`src/rtl/tlb_pkg.sv`:
```
package tlb_pkg;

   typedef enum logic {
      WALK_IDLE = 1'b0,
      WALK_BUSY = 1'b1
   } walk_state_e;

endpackage

```
`src/rtl/tlb_entry_array.sv`:
```
module tlb_entry_array #(
   parameter int ENTRIES = 8,
   parameter int VPN_W   = 20,
   parameter int PFN_W   = 20,
   localparam int IW     = $clog2(ENTRIES)
) (
   input  logic               clk,
   input  logic               rst_n,
   input  logic [VPN_W-1:0]   lk_vpn,
   output logic               lk_hit,
   output logic [ENTRIES-1:0] lk_hit_vec,
   output logic [PFN_W-1:0]   lk_pfn,
   input  logic               pin_en,
   input  logic [VPN_W-1:0]   pin_vpn,
   input  logic               pin_set,
   input  logic               flush,
   input  logic               ins_en,
   input  logic [IW-1:0]      ins_idx,
   input  logic [VPN_W-1:0]   ins_vpn,
   input  logic [PFN_W-1:0]   ins_pfn,
   output logic [ENTRIES-1:0] valid_vec,
   output logic [ENTRIES-1:0] wired_vec
);

   logic [PFN_W-1:0]   pfn_arr [ENTRIES];
   logic [ENTRIES-1:0] pin_hit;

   for (genvar e = 0; e < ENTRIES; e++) begin : g_ent
      logic             v_q;
      logic             w_q;
      logic [VPN_W-1:0] vpn_q;
      logic [PFN_W-1:0] pfn_q;
      logic             sel_ins;

      assign sel_ins       = ins_en && (ins_idx == IW'(e));
      assign lk_hit_vec[e] = v_q && (vpn_q == lk_vpn);
      assign pin_hit[e]    = v_q && (vpn_q == pin_vpn);
      assign valid_vec[e]  = v_q;
      assign wired_vec[e]  = w_q;
      assign pfn_arr[e]    = pfn_q;

      always_ff @(posedge clk or negedge rst_n) begin
         if (!rst_n) begin
            v_q <= 1'b0;
            w_q <= 1'b0;
         end else if (sel_ins) begin
            v_q <= 1'b1;
            w_q <= 1'b0;
         end else begin
            if (flush && !w_q) v_q <= 1'b0;
            if (pin_en && pin_hit[e]) w_q <= pin_set;
         end
      end

      always_ff @(posedge clk) begin
         if (sel_ins) begin
            vpn_q <= ins_vpn;
            pfn_q <= ins_pfn;
         end
      end
   end

   always_comb begin
      lk_pfn = '0;
      for (int e = 0; e < ENTRIES; e++) begin
         if (lk_hit_vec[e]) lk_pfn = lk_pfn | pfn_arr[e];
      end
   end

   assign lk_hit = |lk_hit_vec;

endmodule

```
`src/rtl/tlb_victim_sel.sv`:
```
module tlb_victim_sel #(
   parameter int ENTRIES         = 8,
   parameter bit FILL_FREE_FIRST = 1'b1,
   localparam int IW             = $clog2(ENTRIES)
) (
   input  logic               clk,
   input  logic               rst_n,
   input  logic [ENTRIES-1:0] valid_vec,
   input  logic [ENTRIES-1:0] wired_vec,
   input  logic               commit,
   output logic               vic_ok,
   output logic [IW-1:0]      vic_idx
);

   logic [IW-1:0] rr_ptr;
   logic          rr_ok;
   logic [IW-1:0] rr_idx;
   logic          use_rr;

   // rotating search: iterate downward so the nearest candidate wins
   always_comb begin
      rr_ok  = 1'b0;
      rr_idx = rr_ptr;
      for (int k = ENTRIES - 1; k >= 0; k--) begin
         if (!wired_vec[rr_ptr + IW'(k)]) begin
            rr_ok  = 1'b1;
            rr_idx = rr_ptr + IW'(k);
         end
      end
   end

   if (FILL_FREE_FIRST) begin : g_free_first
      logic          free_ok;
      logic [IW-1:0] free_idx;

      always_comb begin
         free_ok  = 1'b0;
         free_idx = '0;
         for (int k = ENTRIES - 1; k >= 0; k--) begin
            if (!valid_vec[k]) begin
               free_ok  = 1'b1;
               free_idx = IW'(k);
            end
         end
      end

      assign vic_ok  = free_ok | rr_ok;
      assign vic_idx = free_ok ? free_idx : rr_idx;
      assign use_rr  = !free_ok;
   end else begin : g_rr_only
      assign vic_ok  = rr_ok;
      assign vic_idx = rr_idx;
      assign use_rr  = 1'b1;
   end

   always_ff @(posedge clk or negedge rst_n) begin
      if (!rst_n)                         rr_ptr <= '0;
      else if (commit && use_rr && rr_ok) rr_ptr <= rr_idx + IW'(1);
   end

endmodule

```
`src/rtl/tlb_walk_fsm.sv`:
```
module tlb_walk_fsm
   import tlb_pkg::*;
(
   input  logic clk,
   input  logic rst_n,
   input  logic start,
   input  logic done,
   output logic busy
);

   walk_state_e st_q;
   walk_state_e st_d;

   always_comb begin
      st_d = st_q;
      case (st_q)
         WALK_IDLE: if (start) st_d = WALK_BUSY;
         WALK_BUSY: if (done)  st_d = WALK_IDLE;
         default:              st_d = WALK_IDLE;
      endcase
   end

   always_ff @(posedge clk or negedge rst_n) begin
      if (!rst_n) st_q <= WALK_IDLE;
      else        st_q <= st_d;
   end

   assign busy = (st_q == WALK_BUSY);

endmodule

```
`src/rtl/tlb_wired.sv`:
```
module tlb_wired #(
   parameter int ENTRIES         = 8,
   parameter int VPN_W           = 20,
   parameter int OFF_W           = 12,
   parameter int PFN_W           = 20,
   parameter bit FILL_FREE_FIRST = 1'b1
) (
   input  logic                   clk,
   input  logic                   rst_n,
   input  logic                   req_valid,
   output logic                   req_ready,
   input  logic [VPN_W+OFF_W-1:0] req_vaddr,
   output logic                   rsp_valid,
   output logic [PFN_W+OFF_W-1:0] rsp_paddr,
   output logic                   rsp_fault,
   output logic                   walk_req_valid,
   output logic [VPN_W-1:0]       walk_req_vpn,
   input  logic                   walk_rsp_valid,
   input  logic [PFN_W-1:0]       walk_rsp_pfn,
   input  logic                   walk_rsp_present,
   input  logic                   flush,
   input  logic                   pin_en,
   input  logic [VPN_W-1:0]       pin_vpn,
   input  logic                   pin_set
);

   localparam int IW   = $clog2(ENTRIES);
   localparam int VA_W = VPN_W + OFF_W;
   localparam int PA_W = PFN_W + OFF_W;

   if (ENTRIES < 2 || (ENTRIES & (ENTRIES - 1)) != 0) begin : g_bad_entries
      $error("tlb_wired: ENTRIES must be a power of two and at least 2");
   end
   if (VPN_W < 1 || OFF_W < 1 || PFN_W < 1) begin : g_bad_width
      $error("tlb_wired: field widths must be positive");
   end

   logic [VPN_W-1:0]   lk_vpn;
   logic [OFF_W-1:0]   lk_off;
   logic               lk_hit;
   logic [ENTRIES-1:0] lk_hit_vec;
   logic [PFN_W-1:0]   lk_pfn;
   logic [ENTRIES-1:0] valid_vec;
   logic [ENTRIES-1:0] wired_vec;
   logic               vic_ok;
   logic [IW-1:0]      ins_idx;
   logic               ins_en;
   logic               walking;
   logic               accept;
   logic               hit_take;
   logic               miss_take;
   logic               walk_done;
   logic [VPN_W-1:0]   cur_vpn;
   logic [OFF_W-1:0]   cur_off;

   assign lk_vpn    = req_vaddr[VA_W-1:OFF_W];
   assign lk_off    = req_vaddr[OFF_W-1:0];
   assign req_ready = !walking;
   assign accept    = req_valid && req_ready;
   assign hit_take  = accept && lk_hit;
   assign miss_take = accept && !lk_hit;
   assign walk_done = walking && walk_rsp_valid;
   assign ins_en    = walk_done && walk_rsp_present && vic_ok;

   tlb_entry_array #(
      .ENTRIES (ENTRIES),
      .VPN_W   (VPN_W),
      .PFN_W   (PFN_W)
   ) u_array (
      .clk        (clk),
      .rst_n      (rst_n),
      .lk_vpn     (lk_vpn),
      .lk_hit     (lk_hit),
      .lk_hit_vec (lk_hit_vec),
      .lk_pfn     (lk_pfn),
      .pin_en     (pin_en),
      .pin_vpn    (pin_vpn),
      .pin_set    (pin_set),
      .flush      (flush),
      .ins_en     (ins_en),
      .ins_idx    (ins_idx),
      .ins_vpn    (cur_vpn),
      .ins_pfn    (walk_rsp_pfn),
      .valid_vec  (valid_vec),
      .wired_vec  (wired_vec)
   );

   tlb_victim_sel #(
      .ENTRIES         (ENTRIES),
      .FILL_FREE_FIRST (FILL_FREE_FIRST)
   ) u_victim (
      .clk       (clk),
      .rst_n     (rst_n),
      .valid_vec (valid_vec),
      .wired_vec (wired_vec),
      .commit    (ins_en),
      .vic_ok    (vic_ok),
      .vic_idx   (ins_idx)
   );

   tlb_walk_fsm u_fsm (
      .clk   (clk),
      .rst_n (rst_n),
      .start (miss_take),
      .done  (walk_done),
      .busy  (walking)
   );

   always_ff @(posedge clk) begin
      if (accept) begin
         cur_vpn <= lk_vpn;
         cur_off <= lk_off;
      end
   end

   always_ff @(posedge clk or negedge rst_n) begin
      if (!rst_n) begin
         rsp_valid <= 1'b0;
         rsp_fault <= 1'b0;
         rsp_paddr <= '0;
      end else begin
         rsp_valid <= hit_take || walk_done;
         rsp_fault <= walk_done && !walk_rsp_present;
         if (hit_take)                          rsp_paddr <= {lk_pfn, lk_off};
         else if (walk_done && walk_rsp_present) rsp_paddr <= {walk_rsp_pfn, cur_off};
         else                                   rsp_paddr <= PA_W'(0);
      end
   end

   assign walk_req_valid = walking;
   assign walk_req_vpn   = cur_vpn;

endmodule

```
`config.mk`:
```
export PLATFORM = sky130hd
export DESIGN_NAME = tlb_wired
export DESIGN_NICKNAME = d
export VERILOG_FILES = /design/src/rtl/tlb_pkg.sv /design/src/rtl/tlb_entry_array.sv /design/src/rtl/tlb_victim_sel.sv /design/src/rtl/tlb_walk_fsm.sv /design/src/rtl/tlb_wired.sv
export SDC_FILE = /design/constraint.sdc
export NUM_CORES = 1
export LEC_CHECK = 0
export BUFFER_PORTS_ARGS = -buffer_cell sky130_fd_sc_hd__buf_2
export CAP_MARGIN = 10
export CORE_MARGIN = 10
export CORE_UTILIZATION = 45
export DETAILED_ROUTE_END_ITERATION = 6
export GPL_ROUTABILITY_DRIVEN = 0
export MAX_ROUTING_LAYER = met4
export PLACE_DENSITY_LB_ADDON = 0.25
export SETUP_SLACK_MARGIN = 0.02
export SLEW_MARGIN = 20
export SYNTH_ARGS = -nofsm -noshare
export SYNTH_HDL_FRONTEND = slang
export SYNTH_SLANG_ARGS = --single-unit
```
`constraint.sdc`:
```
create_clock -name clk -period 12.6 [get_ports clk]
set_clock_uncertainty 0.15 [all_clocks]
set_input_delay 1.26 -clock clk [delete_from_list [all_inputs] [get_ports clk]]
set_output_delay 1.26 -clock clk [all_outputs]
set_load 0.01 [all_outputs]
```
==> results.json, run 1 <==
{
  "status": "finished, final reports clean",
  "required_ns": 12.68,
  "post_cts_buffers": 0,
  "drt-initial-drc-count": 1127,
  "power_frac_comb": 0.056,
  "wl_per_cell_um": 28.5,
  "cts_root_buf": "clkbuf_16",
  "p_int_mw": 2.31,
  "maxCapViolCount": 0,
  "endpoint_kind": "register",
  "viasPerCell": 6.03,
  "worstSetupPathType": "register to register",
  "p_leak_nw": 7.19,
  "clock_path_buffers": 3,
  "portBuffers": 135,
  "synth_top_cells_by_area": "edfxtp_1 (58%), xnor2_1 (8.5%), dfrtp_1 (7.4%)",
  "r2r-end": "u_array.g_ent[7].pfn_q[12]",
  "maxSlewViolCount": 0,
  "slew_headroom": 0.286,
  "postRouteAntennaNets": 0,
  "fin_util": 0.525,
  "fillers": 3320,
  "min_period_ns": 5.72,
  "min_path_type": "register to register",
  "drt_wl_total_mm": 54.9,
  "arrival_ns": 5.79,
  "yosysMostFrequentCell": "edfxtp_1",
  "cts_tree": "done",
  "clk_latency_ns": 0.55,
  "start_util": 0.458,
  "drive_above_1_share": 0.190,
  "min_to": "rsp_paddr[3]",
  "ys_seq_area_frac": 0.651,
  "syn_area_mm2": 0.0183,
  "pwr-share-seq": 0.510,
  "synth_ff_type": "edfxtp_1",
  "drt-pass1-iter-count": 5,
  "fmax_ghz": 0.175,
  "r2r_cells": 11,
  "antenna_found_initial": 2,
  "grt_max_degree": 55,
  "grt_util_all_layers": 0.223,
  "r2r_slack_ns": 6.88,
  "yosys.area.top_type_share": 0.577,
  "grt_pass1_wl_mm": 80.5,
  "num-nets-final": 1447,
  "p_switching_uw": 662,
  "power_density_mw_per_mm2": 142,
  "grt_overflow_total": 0,
  "hold_violations": 0,
  "synth.distinct_cells": 57,
  "core_mm2": 0.0400,
  "setup_viol": 0,
  "h-tree-depth": 2,
  "areaGrowthSynthToFinish_pct": 14.6,
  "drc": 0,
  "async_reset_ff_frac": 0.133,
  "hold_start": "cur_off[3]",
  "num_rows": 73,
  "switching_share": 0.223,
  "cts.clk_slew.worst_paths_ns": 0.06,
  "post_cts_resized": 0,
  "critPathMaxFanout": 22,
  "r2r-start": "u_victim.rr_ptr[0]",
  "yosysWarningCount": 0,
  "cts_buffers": 43,
  "grt_pass1_vias": 11900,
  "die_x_um": 222,
  "period_share": 0.454,
  "synth_area_leader_cell": "edfxtp_1",
  "vias": 11600,
  "p_clk_frac": 0.434,
  "fin_setup_tns_ns": 0,
  "die_y_um": 222,
  "syn_nets": 1331,
  "cts.sinks": 406,
  "cts.hold.buffers_added": 0,
  "synthTopCellsByCount": "edfxtp_1 (352), xnor2_1 (178), xor2_1 (144)",
  "peakVddDrop_mv": 0.149,
  "rsz0062_at_grt": "false",
  "synth_edf_count": 352,
  "holdPathStages": 1,
  "synth-seq-cells": 406,
  "tightest_slew_ns": 1.07,
  "startpoint_type": "register",
  "ios": 136,
  "synthCells": 1248,
  "dpl.hpwl_mm": 36.0,
  "die-area_mm2": 0.0492,
  "avgSynthCellArea_um2": 14.7
}
-- critical path: stages (launching register included) --
cell and delay [ns]:
dfrtp_1 0.95, inv_1 0.33, ha_1 0.57, mux4_2 0.37
mux2i_2 0.15, or2_2 0.31, a2111oi_0 0.38, a311oi_1 0.14
o21ai_2 0.57, nand2b_1 0.35, nor2_4 0.68, buf_4 0.42
-- metal layers --
layer | up-vias | wire [µm] | global-route usage
li1 | 4990 | - | -
met1 | 5976 | 23300 | 0.297
met2 | 566 | 24800 | 0.325
met3 | 84 | 5630 | 0.0659
met4 | 0 | 1220 | 0.0641
met5 | - | 0 | -
-- power by group through the flow --
stage	clock, mW	combinational (mW)	sequential, mW
detailed placement	0	0.164	1.54
floorplan	0	0.0833	1.53
finish	1.29	0.168	1.51
CTS	1.31	0.166	1.51
global placement	0	0.164	1.54
global route	1.36	0.178	1.52
-- through the flow --
| stage | setup slack (ns) | instances | hold slack (ns) | power, mW | area (µm²) |
|---|---|---|---|---|---|
| global route | 6.44 | 1925 | 0.338 | 3.06 | 21000 |
| CTS | 6.90 | 1923 | 0.325 | 2.99 | 21000 |
| global placement | 7.08 | 1844 | 0.307 | 1.71 | 19600 |
| floorplan | 6.02 | 1248 | 0.299 | 1.62 | 18300 |
| detailed placement | 6.90 | 1844 | 0.309 | 1.71 | 19600 |
| finish | 6.88 | 1925 | 0.317 | 2.97 | 21000 |
-- cell type report --
class / instances / area (µm²) / area share
tap: 525 / 657 / 0.0313
inverter: 12 / 45.0 / 0.00215
antenna: 2 / 5.00 / 0.000238
sequential: 406 / 11900 / 0.568
clock buffer: 54 / 1140 / 0.0542
multi-input combinational: 746 / 6110 / 0.291
clock inverter: 25 / 299 / 0.0142
timing repair buffer: 155 / 826 / 0.0393
-- worst max-delay path by stage --
stage	startpoint	end	slack [ns]	depth (start not counted)
after floorplan	u_victim.rr_ptr[1]	u_array.g_ent[6].pfn_q[0]	6.02	14
after global placement	u_victim.rr_ptr[0]	u_array.g_ent[4].vpn_q[10]	7.08	11
after detailed placement	u_victim.rr_ptr[0]	u_array.g_ent[7].pfn_q[16]	6.90	11
after CTS	u_victim.rr_ptr[0]	u_array.g_ent[7].pfn_q[3]	6.90	11
after global routing	u_victim.rr_ptr[0]	u_array.g_ent[7].pfn_q[12]	6.44	11
final	u_victim.rr_ptr[0]	u_array.g_ent[7].pfn_q[12]	6.88	11
-- logic make-up (layout without fill, tap and decap cells) --
group                    after synthesis  in the layout  synth area share
flip-flops                           406            406             0.651
XOR/XNOR                             323            323             0.155
AND/OR/NAND/NOR                      205            205            0.0639
AO/OA/AOI/OAI                        178            178            0.0754
buffers and inverters                 96            246            0.0212
multiplexers                          37             37            0.0313
adder cells (fa/ha/maj)                3              3           0.00205
other                                  0              2                 0
-- registers in the layout, summed over array words and instances (netlist names) --
register	count
cur_off	12
rsp_fault	1
rsp_paddr	32
rsp_valid	1
u_array.g_ent.pfn_q	160
u_array.g_ent.v_q	8
u_array.g_ent.vpn_q	160
u_array.g_ent.w_q	8
u_fsm.busy	1
u_victim.rr_ptr	3
walk_req_vpn	20
-- placed cells by master (no fill, tap or decap), types with 4 or more instances in the layout --
cell	synthesis	final
buf_4	1	20
nor2_1	16	14
dfrtp_1	54	54
clkinv_1	0	7
nand2_1	17	17
clkinv_2	0	7
xnor2_1	178	178
nand4_1	57	57
xor2_1	144	144
clkbuf_1	75	9
edfxtp_1	352	352
mux2i_1	10	10
nor4_2	2	9
nor3_1	9	6
o31ai_1	4	4
nand3_1	30	30
clkbuf_16	0	43
o22ai_1	4	4
nor4_1	54	46
buf_2	2	135
nand2b_1	5	5
a22oi_1	41	41
a22o_1	53	53
a221oi_1	22	22
inv_1	12	11
mux4_2	13	13
mux2_2	10	10
or3_1	4	4
o21ai_0	19	19
bufinv_16	0	6
a21oi_1	5	5
No activity file was read; power rests on OpenSTA's default activity.
==> inputs of run 2 (changes only) <==
==> constraint.sdc (replaced) <==
create_clock -name clk -period 5.3 [get_ports clk]
set_clock_uncertainty 0.15 [all_clocks]
set_input_delay 0.53 -clock clk [delete_from_list [all_inputs] [get_ports clk]]
set_output_delay 0.53 -clock clk [all_outputs]
set_load 0.01 [all_outputs]
==> results.json, run 2 (same netlist as run 1, synthesis figures left out) <==
{
  "maxCapViolCount": 0,
  "die_x_um": 222,
  "final_cell_mix": "edfxtp_1 (352), xnor2_1 (178), xor2_1 (144)",
  "min_period_ns": 4.57,
  "cts_tree": "done",
  "die_y_um": 222,
  "critical_path.max_stage_delay_ns": 0.97,
  "arrival_ns": 4.60,
  "power_frac_comb": 0.058,
  "grt_pass1_vias": 11600,
  "clock_path_buffers": 3,
  "drt-initial-drc-count": 1390,
  "antenna_found_initial": 1,
  "period_share": 0.863,
  "portBuffers": 135,
  "path_cells": "xnor2_4, mux4_2, mux2i_2, a311o_1, a221oi_1, nor4_2, nor2_1, nor3_2, buf_4",
  "rsz0062_at_grt": "false",
  "dpl.hpwl_mm": 36.2,
  "grt_overflow_total": 0,
  "areaGrowthSynthToFinish_pct": 15.2,
  "start_util": 0.458,
  "endpoint_kind": "register",
  "cts_root_buf": "clkbuf_16",
  "finalPower_mw": 7.05,
  "startpoint_type": "register",
  "crit_buf_inv": 1,
  "pwr-share-seq": 0.511,
  "fin_util": 0.527,
  "postPlaceCellArea_mm2": 0.0196,
  "cts_buffers": 42,
  "fin_setup_tns_ns": 0,
  "min_path_type": "input port to register",
  "drive_above_1_share": 0.194,
  "grt_pass1_wl_mm": 81.1,
  "crit_family": "simple AND/OR/NAND/NOR gates",
  "required_ns": 5.33,
  "ios": 136,
  "h-tree-depth": 2,
  "critPathMaxFanout": 40,
  "tightest_slew_ns": 1.06,
  "core_mm2": 0.0400,
  "p_clk_frac": 0.432,
  "maxSlewViolCount": 0,
  "post_cts_resized": 0,
  "drt-pass1-iter-count": 5,
  "grt_util_all_layers": 0.227,
  "wl_per_cell_um": 29.0,
  "die-area_mm2": 0.0492,
  "num-nets-final": 1455,
  "clk_latency_ns": 0.57,
  "grt_max_degree": 55,
  "hold_violations": 0,
  "instances_no_fill": 1930,
  "final_common_cell": "edfxtp_1",
  "p_switching_mw": 1.58,
  "drc": 0,
  "postRouteAntennaNets": 0,
  "vias": 11700,
  "fin_area_mm2": 0.0211,
  "status": "finished, final reports clean",
  "drt_wl_total_mm": 55.9,
  "power_density_mw_per_mm2": 334,
  "viasPerCell": 6.05,
  "crit_slowest_cell": "dfrtp_1",
  "worstSetupPathType": "register to register",
  "post_cts_buffers": 0,
  "p_leak_nw": 7.24,
  "peakVddDrop_mv": 0.218,
  "cts.sinks": 406,
  "cts.clk_slew.worst_paths_ns": 0.06,
  "fmax_ghz": 0.219,
  "setup_viol": 0,
  "slew_headroom": 0.287,
  "placedCellCount": 1849,
  "switching_share": 0.225,
  "reg_top3": "u_array.g_ent.pfn_q (160), u_array.g_ent.vpn_q (160), rsp_paddr (32)",
  "p_int_mw": 5.47,
  "num_rows": 73
}
-- run 2: cell types whose count changed in the layout (fill, tap and decap cells not counted), moves of 2 or more --
cell,before,now
clkbuf_8,2,8
dlygate4sd3_1,0,4
buf_12,0,3
clkinv_1,7,4
buf_4,20,22
bufinv_16,6,4
-- run 2: path summary, 6_finish.rpt --
kind                                         start                    endpoint  slack (ns)  depth (start not counted)
worst max-delay path            u_victim.rr_ptr[2]  u_array.g_ent[0].pfn_q[18]        0.73                          9
worst min-delay path                 req_vaddr[10]                 cur_off[10]        0.02                          1
worst max register to register  u_victim.rr_ptr[2]  u_array.g_ent[0].pfn_q[18]        0.73                          9
worst min register to register          cur_off[4]                rsp_paddr[4]        0.32                          1
max in group asynchronous                    rst_n        u_array.g_ent[4].v_q        4.00                          3
min in group asynchronous                    rst_n               rsp_paddr[10]        0.51                          3
-- run 2: cell type report --
cell class / count / area, µm²
diodes: 1 / 2.50
clock buffers: 59 / 1220
repair buffers: 164 / 941
multi-input cells: 746 / 6110
clock inverters: 17 / 205
well taps: 525 / 657
inverters: 12 / 45.0
fillers: 3363 / 18900
flip-flops and latches: 406 / 11900
-- run 2: layer usage --
layer,routed length (µm),track usage
met1,24000,0.309
met2,25000,0.321
met3,5480,0.0659
met4,1520,0.0711
met5,0,-
-- run 2: power by group through the flow --
stage | clock [mW] | sequential [mW] | combinational [mW]
after floorplan | 0 | 3.65 | 0.199
after global placement | 0 | 3.67 | 0.393
after detailed placement | 0 | 3.67 | 0.395
after CTS | 3.07 | 3.60 | 0.399
after global routing | 3.20 | 3.61 | 0.428
final | 3.04 | 3.60 | 0.406
-- run 2: timing repair --
item	4_1_cts	5_1_grt
hold buffers	4	0
endpoints found under the hold margin	40	0
endpoints found under the setup margin	0	0
-- run 2: stage by stage --
| step | worst slack (ns) | hold slack [ns] |
|---|---|---|
| after global routing | 0.451 | 0.00152 |
| after detailed placement | 0.815 | 0.310 |
| after global placement | 0.867 | 0.307 |
| after CTS | 0.771 | 0.000193 |
| after floorplan | -1.20 | 0.0844 |
| final | 0.728 | 0.0188 |
==> inputs of run 3 (changes only) <==
--- a/config.mk
+++ b/config.mk
@@ -5,6 +5,7 @@
 export SDC_FILE = /design/constraint.sdc
 export NUM_CORES = 1
 export LEC_CHECK = 0
+export ABC_AREA = 1
 export BUFFER_PORTS_ARGS = -buffer_cell sky130_fd_sc_hd__buf_2
 export CAP_MARGIN = 10
 export CORE_MARGIN = 10
==> results.json, run 3 <==
{
  "status": "complete, but fails checks",
  "failed_checks": "DRC",
  "cts_root_buf": "clkbuf_16",
  "tightest_slew_ns": 1.09,
  "reg_top3": "u_array.g_ent.pfn_q (160), u_array.g_ent.vpn_q (160), rsp_paddr (32)",
  "power_density_mw_per_mm2": 315,
  "grt_pass1_vias": 16900,
  "min_period_ns": 4.19,
  "cts.hold.buffers_added": 15,
  "synth_area_leader_cell": "edfxtp_1",
  "min_to": "u_fsm.busy",
  "slew_headroom": 0.271,
  "avgSynthCellArea_um2": 9.66,
  "antenna_found_initial": 6,
  "synthCells": 2117,
  "wl_per_cell_um": 25.8,
  "post_cts_resized": 0,
  "die-area_mm2": 0.0544,
  "synth_ff_type": "edfxtp_1",
  "fin_setup_tns_ns": 0,
  "syn_nets": 2200,
  "num_rows": 78,
  "required_ns": 5.35,
  "p_switching_mw": 1.78,
  "portBuffers": 135,
  "cts.sinks": 406,
  "holdPathStages": 3,
  "yosysWarningCount": 0,
  "grt_max_degree": 55,
  "dpl.hpwl_mm": 50.4,
  "r2r_slack_ns": 1.11,
  "synth_edf_count": 352,
  "yosysMostFrequentCell": "nand2_1",
  "die_y_um": 233,
  "drt-initial-drc-count": 2807,
  "hold_violations": 0,
  "r2r_cells": 18,
  "min_path_type": "input port to register",
  "async_reset_ff_frac": 0.133,
  "p_leak_nw": 9.56,
  "fmax_ghz": 0.238,
  "drt_wl_total_mm": 74.8,
  "yosys.area.top_type_share": 0.517,
  "post_cts_buffers": 0,
  "clk_latency_ns": 0.60,
  "p_clk_frac": 0.437,
  "core_mm2": 0.0452,
  "r2r-end": "u_array.g_ent[1].pfn_q[9]",
  "arrival_ns": 4.24,
  "cts_tree": "done",
  "fin_util": 0.514,
  "synth.distinct_cells": 57,
  "critPathMaxFanout": 40,
  "switching_share": 0.243,
  "startpoint": "u_victim.rr_ptr[0]",
  "final_cell_mix": "nand2_1 (471), edfxtp_1 (352), inv_1 (295)",
  "drt-pass1-iter-count": 7,
  "syn_area_mm2": 0.0204,
  "pwr-share-seq": 0.494,
  "r2r-start": "u_victim.rr_ptr[0]",
  "synthTopCellsByCount": "nand2_1 (471), edfxtp_1 (352), inv_1 (301)",
  "maxCapViolCount": 0,
  "peakVddDrop_mv": 0.244,
  "worstSetupPathType": "register to register",
  "period_share": 0.791,
  "hold_start": "req_valid",
  "cts_buffers": 45,
  "num-nets-final": 2341,
  "fillers": 4027,
  "postRouteAntennaNets": 0,
  "areaGrowthSynthToFinish_pct": 13.7,
  "drc": 1,
  "synth_top_cells_by_area": "edfxtp_1 (52%), nand2_1 (8.6%), dfrtp_1 (6.6%)",
  "clock_path_buffers": 3,
  "cts.clk_slew.worst_paths_ns": 0.06,
  "synth-seq-cells": 406,
  "viasPerCell": 5.97,
  "start_util": 0.452,
  "final_common_cell": "nand2_1",
  "startpoint_type": "register",
  "p_int_mw": 5.53,
  "power_frac_comb": 0.070,
  "rsz0062_at_grt": "false",
  "grt_pass1_wl_mm": 109,
  "maxSlewViolCount": 0,
  "grt_overflow_total": 0,
  "setup_viol": 0,
  "vias": 17300,
  "grt_util_all_layers": 0.280,
  "h-tree-depth": 2,
  "die_x_um": 233,
  "ys_seq_area_frac": 0.583,
  "drive_above_1_share": 0.119,
  "ios": 136,
  "endpoint_kind": "register"
}
==> run 3: area by class of cell <==
type / instances / area (µm²) / area share
diodes: 6 / 15.0 / 0.000646
clock buffers: 55 / 1190 / 0.0514
clock inverters: 27 / 305 / 0.0131
inverters: 326 / 1230 / 0.0531
multi-input cells: 1323 / 6930 / 0.298
flip-flops and latches: 406 / 11900 / 0.513
well taps: 600 / 751 / 0.0323
repair buffers: 156 / 896 / 0.0385
==> run 3: worst max path at each step <==
stage / to
3_3_place_gp: u_array.g_ent[1].pfn_q[13]
2_1_floorplan: u_array.g_ent[2].pfn_q[0]
3_5_place_dp: u_array.g_ent[1].pfn_q[15]
6_report: u_array.g_ent[1].pfn_q[9]
5_1_grt: u_array.g_ent[1].pfn_q[9]
4_1_cts: u_array.g_ent[1].pfn_q[9]
==> run 3: power by group through the flow <==
stage	registers [mW]	clock network [mW]	logic (mW)
after floorplan	3.65	0	0.242
after global routing	3.61	3.36	0.530
after global placement	3.67	0	0.469
after detailed placement	3.68	0	0.475
after CTS	3.61	3.24	0.486
final	3.61	3.19	0.509
==> run 3: worst max-delay path, stage by stage (launching register included) <==
cell      delay [ns]
dfrtp_1         0.56
inv_2           0.18
ha_1            0.47
inv_1           0.15
nand3_1         0.13
nand2_1         0.08
nand2_1         0.06
nand2_1         0.05
nor2_1          0.13
nor2_1          0.06
o21bai_1        0.13
nand2_1         0.07
nand2_1         0.06
nand2_1         0.07
nand3_1         0.10
nand3_1         0.25
inv_1           0.15
nand3_1         0.16
inv_2           0.76
==> run 3: per-stage QoR <==
stage	power, mW	hold WS [ns]	cell area (µm²)	setup WS (ns)	cells
global route	7.51	0.0934	23200	0.686	2898
CTS	7.33	0.0622	23200	1.23	2893
finish	7.31	0.0886	23200	1.11	2899
global placement	4.14	0.283	21600	1.36	2796
detailed placement	4.15	0.287	21600	1.24	2796
floorplan	3.89	0.0844	20400	0.894	2117
==> run 3: cells by family after synthesis <==
| logic type | after synthesis | share of synthesized area |
|---|---|---|
| flops | 406 | 0.583 |
| compound gates | 213 | 0.0668 |
| mux | 1 | 0.000490 |
| buf+inv | 388 | 0.0791 |
| simple gates | 995 | 0.220 |
| xor+xnor | 111 | 0.0483 |
| fa+ha+maj | 3 | 0.00184 |
==> run 3: metal layers <==
metal  GRT usage  routed length, µm  up-vias
met5           -                  0        -
met4       0.170               5490        0
met3      0.0809               9400      392
met2       0.407              32000     1313
met1       0.340              28000     8107
li1            -                  -     7497
